--- src/rtl/ocp_restart_pkg.sv ---
package ocp_restart_pkg;
  typedef enum logic [1:0] {
    ST_CHARGE   = 2'd0,  // initial charge of the rail
    ST_RUN      = 2'd1,  // switching
    ST_DECAY    = 2'd2,  // faulted, source off, rail decaying
    ST_RECHARGE = 2'd3   // faulted, source on, rail charging
  } ocp_state_e;
endpackage

--- src/rtl/ocp_fault_timer.sv ---
module ocp_fault_timer #(
  parameter int FAULT_MS     = 64,
  parameter int CLEAN_PULSES = 8
) (
  input  logic clk,
  input  logic rst_n,
  input  logic enable,
  input  logic ms_tick,
  input  logic pulse_end,
  input  logic oc_flag,
  output logic expired
);
  localparam int FW = $clog2(FAULT_MS + 1);
  localparam int CW = $clog2(CLEAN_PULSES + 1);

  logic [FW-1:0] ft_q, ft_d;
  logic [CW-1:0] cl_q, cl_d;
  logic          clean_done;

  assign clean_done = pulse_end && !oc_flag && (cl_q == CW'(CLEAN_PULSES - 1));

  always_comb begin
    ft_d    = ft_q;
    cl_d    = cl_q;
    expired = 1'b0;
    if (!enable) begin
      ft_d = '0;
      cl_d = '0;
    end else begin
      if (pulse_end) begin
        if (oc_flag || clean_done) cl_d = '0;
        else                       cl_d = cl_q + 1'b1;
      end
      if (clean_done) begin
        ft_d = '0;
      end else if (ms_tick && oc_flag) begin
        if (ft_q == FW'(FAULT_MS - 1)) begin
          expired = 1'b1;
          ft_d    = '0;
        end else begin
          ft_d = ft_q + 1'b1;
        end
      end
    end
  end

  always_ff @(posedge clk or negedge rst_n) begin
    if (!rst_n) begin
      ft_q <= '0;
      cl_q <= '0;
    end else begin
      ft_q <= ft_d;
      cl_q <= cl_d;
    end
  end
endmodule

--- src/rtl/ocp_softstart.sv ---
module ocp_softstart #(
  parameter int SS_MS = 8
) (
  input  logic clk,
  input  logic rst_n,
  input  logic start,
  input  logic clear,
  input  logic ms_tick,
  output logic active
);
  localparam int SW = $clog2(SS_MS + 1);

  logic [SW-1:0] cnt_q, cnt_d;
  logic          act_q, act_d;

  always_comb begin
    act_d = act_q;
    cnt_d = cnt_q;
    if (clear) begin
      act_d = 1'b0;
      cnt_d = '0;
    end else if (start) begin
      act_d = 1'b1;
      cnt_d = '0;
    end else if (act_q && ms_tick) begin
      if (cnt_q == SW'(SS_MS - 1)) begin
        act_d = 1'b0;
        cnt_d = '0;
      end else begin
        cnt_d = cnt_q + 1'b1;
      end
    end
  end

  always_ff @(posedge clk or negedge rst_n) begin
    if (!rst_n) begin
      act_q <= 1'b0;
      cnt_q <= '0;
    end else begin
      act_q <= act_d;
      cnt_q <= cnt_d;
    end
  end

  assign active = act_q;
endmodule

--- src/rtl/ocp_restart_fsm.sv ---
module ocp_restart_fsm
  import ocp_restart_pkg::*;
#(
  parameter int RECOVER_MS = 1000
) (
  input  logic       clk,
  input  logic       rst_n,
  input  logic       ms_tick,
  input  logic       expired,
  input  logic       vcc_on,
  input  logic       vcc_min,
  input  logic       vcc_rst,
  input  logic       brown_out,
  input  logic       latch_mode,
  output ocp_state_e state,
  output ocp_state_e state_next,
  output logic       start
);
  localparam int RW = $clog2(RECOVER_MS + 1);

  ocp_state_e    st_q, st_d;
  logic [RW-1:0] rc_q, rc_d;
  logic          rec_done;
  logic          faulted;

  assign rec_done = (rc_q == RW'(RECOVER_MS));
  assign faulted  = (st_q == ST_DECAY) || (st_q == ST_RECHARGE);

  always_comb begin
    st_d  = st_q;
    rc_d  = rc_q;
    start = 1'b0;
    if (faulted && ms_tick && !rec_done) rc_d = rc_q + 1'b1;
    if (vcc_rst || brown_out) begin
      st_d = ST_CHARGE;
      rc_d = '0;
    end else begin
      case (st_q)
        ST_CHARGE: if (vcc_on) begin
          st_d  = ST_RUN;
          start = 1'b1;
        end
        ST_RUN: if (expired) begin
          st_d = ST_DECAY;
          rc_d = '0;
        end
        ST_DECAY: if (vcc_min) st_d = ST_RECHARGE;
        ST_RECHARGE: if (vcc_on) begin
          if (!latch_mode && rec_done) begin
            st_d  = ST_RUN;
            start = 1'b1;
          end else begin
            st_d = ST_DECAY;
          end
        end
        default: st_d = ST_CHARGE;
      endcase
    end
  end

  always_ff @(posedge clk or negedge rst_n) begin
    if (!rst_n) begin
      st_q <= ST_CHARGE;
      rc_q <= '0;
    end else begin
      st_q <= st_d;
      rc_q <= rc_d;
    end
  end

  assign state      = st_q;
  assign state_next = st_d;
endmodule

--- src/rtl/ocp_restart_ctrl.sv ---
module ocp_restart_ctrl
  import ocp_restart_pkg::*;
#(
  parameter int FAULT_MS     = 64,
  parameter int CLEAN_PULSES = 8,
  parameter int RECOVER_MS   = 1000,
  parameter int SS_MS        = 8
) (
  input  logic clk,
  input  logic rst_n,
  input  logic ms_tick,
  input  logic pulse_end,
  input  logic oc_flag,
  input  logic vcc_on,
  input  logic vcc_min,
  input  logic vcc_rst,
  input  logic brown_out,
  input  logic latch_mode,
  output logic drv_en,
  output logic hv_en,
  output logic low_pwr,
  output logic ss_req
);
  ocp_state_e state, state_next;
  logic       expired;
  logic       start;
  logic       running;

  assign running = (state == ST_RUN);

  ocp_fault_timer #(.FAULT_MS(FAULT_MS), .CLEAN_PULSES(CLEAN_PULSES)) u_ftmr (
    .clk(clk), .rst_n(rst_n), .enable(running), .ms_tick(ms_tick),
    .pulse_end(pulse_end), .oc_flag(oc_flag), .expired(expired)
  );

  ocp_restart_fsm #(.RECOVER_MS(RECOVER_MS)) u_fsm (
    .clk(clk), .rst_n(rst_n), .ms_tick(ms_tick), .expired(expired),
    .vcc_on(vcc_on), .vcc_min(vcc_min), .vcc_rst(vcc_rst),
    .brown_out(brown_out), .latch_mode(latch_mode),
    .state(state), .state_next(state_next), .start(start)
  );

  ocp_softstart #(.SS_MS(SS_MS)) u_ss (
    .clk(clk), .rst_n(rst_n), .start(start),
    .clear(state_next != ST_RUN), .ms_tick(ms_tick), .active(ss_req)
  );

  assign drv_en  = running;
  assign hv_en   = (state == ST_CHARGE) || (state == ST_RECHARGE);
  assign low_pwr = (state == ST_DECAY) || (state == ST_RECHARGE);
endmodule

--- config.mk ---
export PLATFORM = sky130hd
export DESIGN_NAME = ocp_restart_ctrl
export DESIGN_NICKNAME = d
export VERILOG_FILES = /design/src/rtl/ocp_restart_pkg.sv /design/src/rtl/ocp_fault_timer.sv /design/src/rtl/ocp_softstart.sv /design/src/rtl/ocp_restart_fsm.sv /design/src/rtl/ocp_restart_ctrl.sv
export SDC_FILE = /design/constraint.sdc
export NUM_CORES = 1
export LEC_CHECK = 0
export ABC_AREA = 1
export BUFFER_PORTS_ARGS = -buffer_cell sky130_fd_sc_hd__buf_2
export CORE_ASPECT_RATIO = 1.75
export CORE_MARGIN = 2
export CORE_UTILIZATION = 50
export DETAILED_ROUTE_END_ITERATION = 6
export PLACE_DENSITY = 0.8
export REMOVE_ABC_BUFFERS = 1
export SYNTH_ARGS = -nofsm -noshare
export SYNTH_HDL_FRONTEND = slang
export SYNTH_SLANG_ARGS = --single-unit
--- constraint.sdc ---
create_clock -name clk -period 4.8 [get_ports clk]
set_input_delay 0.72 -clock clk [delete_from_list [all_inputs] [get_ports clk]]
set_output_delay 0.72 -clock clk [all_outputs]
set_load 0.02 [all_outputs]
==> impl_metrics.ini <==
[routing]
ant_nets = 0
wirelength_um = 3760
drtIter0Drc = 22
wl_per_cell_um = 12.2
vias = 1609
vias_per_cell = 5.22
drc = 0
drt_first_pass_iters = 4

[yosys]
synth_cell_type_count = 30
synth_area_leader_cell = dfrtp_1
yosys_warnings = 0
syn_area_um2 = 1850
syn_area_per_cell_um2 = 7.50
netlist.area_leader.share_pct = 38.0
synthCells = 246
synth.area.top_cells = dfrtp_1, nand2_1, inv_1
ys_seq_area_share_pct = 38.0
ys_ff_latch = 28

[clock_network]
htreeDepth = 1
clk_pin_slew_ns = 0.09
clockRootBuffer = clkbuf_8
ctsResizeCount = 0
ctsHoldBuffers = 0
clk_latency_ns = 0.28
post_cts_buffers = 0
cts_buffers = 3
cts_sinks = 28
cts_tree = yes
clock_path_buffers = 2

[final_layout]
drive_gt1_share_pct = 15.3
insertedDiodeCount = 0
fillers = 361
nNetsFinal = 284
final_util_pct = 55.9
area_growth_pct = 8.88

[power]
power.share.sequential_pct = 57.3
peakVddDrop_mv = 0.203
power_uw = 418
power_frac_clock_pct = 31.0
powerDensity_nw_per_um2 = 208
switchingPower_uw = 109
switching_share_pct = 26.1
power_leakage_nw = 0.994
pwr-share-comb_pct = 11.6
internal-power_uw = 309

[worst_setup_path]
cp_max_fo = 6
crit_start = u_fsm.state[0]
worstPathArrival_ns = 1.39
crit_path_start_kind = register
worstSetupPathType = register to output pin
required_ns = 4.08
setup.worst_path.end_class = output pin
reg2reg_to = u_ss.cnt_q[3]
ff2ff_setup_slack_ns = 2.84
cp-endpoint = hv_en
crit-reg2reg-launch = u_fsm.state[1]
ff2ff_path_depth = 13

[sta]
tns_ns = 0
maxSlewViolCount = 0
min_period_over_period_pct = 43.9
worstMarginPinSlew_ns = 0.662
skew_ns = 0.00644
hold_violations = 0
relSlewSlack_pct = 55.9
fmax_mhz = 475
min_period_ns = 2.11
rsz0062_at_grt = false
setup_violations = 0

[min_path]
hp-class = input port to async pin

[grt]
grt_antenna_before_repair = 0
track_usage_pct = 20.6
grt_max_degree = 29
grt_pass1_vias = 1685
grt_pass1_wl_um = 6780
gr-total-overflow = 0

[run]
cap_viol_max_count = 0

[placed_design]
port_buffers = 13
place_congestion = 0.867
hpwl_um = 3080

[die]
dieWidth_um = 49.9
row_count = 29
num_io_pins = 14
initial_utilization_pct = 51.4
dieArea_um2 = 4210
core_um2 = 3590
die_y_um = 84.4

[run_status]
status = finished clean
worst max-delay path, cell delays in order (launching register included):
cell and delay [ns]:
dfrtp_1 0.46, inv_1 0.11, ha_1 0.33, inv_1 0.06, buf_2 0.15
synth_stat cells:
cell      instances
nand2_1          54
inv_1            38
nor2_1           30
dfrtp_1          28
nand3_1          14
a21oi_1          13
ha_1             10
nor3_1           10
o21ai_0           8
xor2_1            5
inv_2             4
nand2_2           4
nor2_2            4
nand3_2           3
o211ai_1          3
a32o_1            2
nand2_4           2
nand4_1           2
a211oi_1          1
a21o_1            1
a21oi_2           1
a21oi_4           1
inv_4             1
nand4_2           1
nor2_4            1
nor3_2            1
nor3_4            1
nor3b_1           1
o21a_1            1
o41ai_1           1
per-layer routing:
metal | vias to the layer above | global-route usage (%) | wire (um)
li1 | 816 | - | -
met1 | 744 | 20.3 | 1410
met2 | 34 | 39.3 | 2080
met3 | 15 | 1.96 | 100
met4 | 0 | 13.1 | 166
met5 | - | 0 | 0
how the worst min path moves through the flow:
stage | cells past startpoint | end | start
after floorplan | 0 | u_fsm.rc_q[0] | rst_n
after global placement | 1 | u_ftmr.cl_q[3] | u_ftmr.cl_q[3]
after global routing | 1 | u_ftmr.ft_q[3] | rst_n
after CTS | 1 | u_ftmr.ft_q[1] | rst_n
final | 1 | u_ftmr.ft_q[1] | rst_n
after detailed placement | 1 | u_ftmr.cl_q[3] | u_ftmr.cl_q[3]
cell families after synthesis:
kind of cell | Yosys count | share of synthesized area, %
adders and majority gates | 10 | 6.78
buffers and inverters | 43 | 8.88
and+or+nand+nor | 128 | 32.9
xor gates and xnor gates | 5 | 2.37
AOI/OAI and AO/OA | 32 | 11.1
DFF | 28 | 38.0
power groups by stage:
stage                     clock (mW)  sequential [mW]  combinational (mW)
after floorplan                    0            0.244              0.0308
after global placement             0            0.244              0.0489
after detailed placement           0            0.244              0.0492
after CTS                      0.133            0.240              0.0493
after global routing           0.139            0.240              0.0562
final                          0.130            0.240              0.0486
metrics by stage:
stage	cells	setup slack [ns]	hold WS (ns)	area (um^2)
after global routing	308	2.59	0.514	2010
after detailed placement	305	2.75	0.481	1970
after global placement	305	2.76	0.483	1970
final	308	2.69	0.464	2010
after CTS	308	2.68	0.476	2010
after floorplan	246	2.95	0.424	1850
sequential cells by signal, summed over array words and instances, names as in the netlist:
name / flops
u_fsm.rc_q: 10
u_ftmr.ft_q: 7
u_ftmr.cl_q: 4
u_ss.cnt_q: 4
u_fsm.state: 2
u_ss.active: 1
final cells by class:
cell class | instances | area [um^2] | area share, %
Multi-Input combinational cell | 175 | 981 | 48.8
Sequential cell | 28 | 701 | 34.9
Inverter | 43 | 164 | 8.16
Timing Repair Buffer | 13 | 65.1 | 3.24
Tap cell | 46 | 57.6 | 2.86
Clock buffer | 3 | 41.3 | 2.05
placed cells by master, fill, tap and decap left out, drive strengths merged, types with 8 or more instances in the layout:
master / n
nor2: 35
dfrtp: 28
nor3: 12
inv: 43
o21ai: 8
ha: 10
buf: 13
nand2: 60
a21oi: 15
nand3: 17
Power figures use the tool's default switching activity.
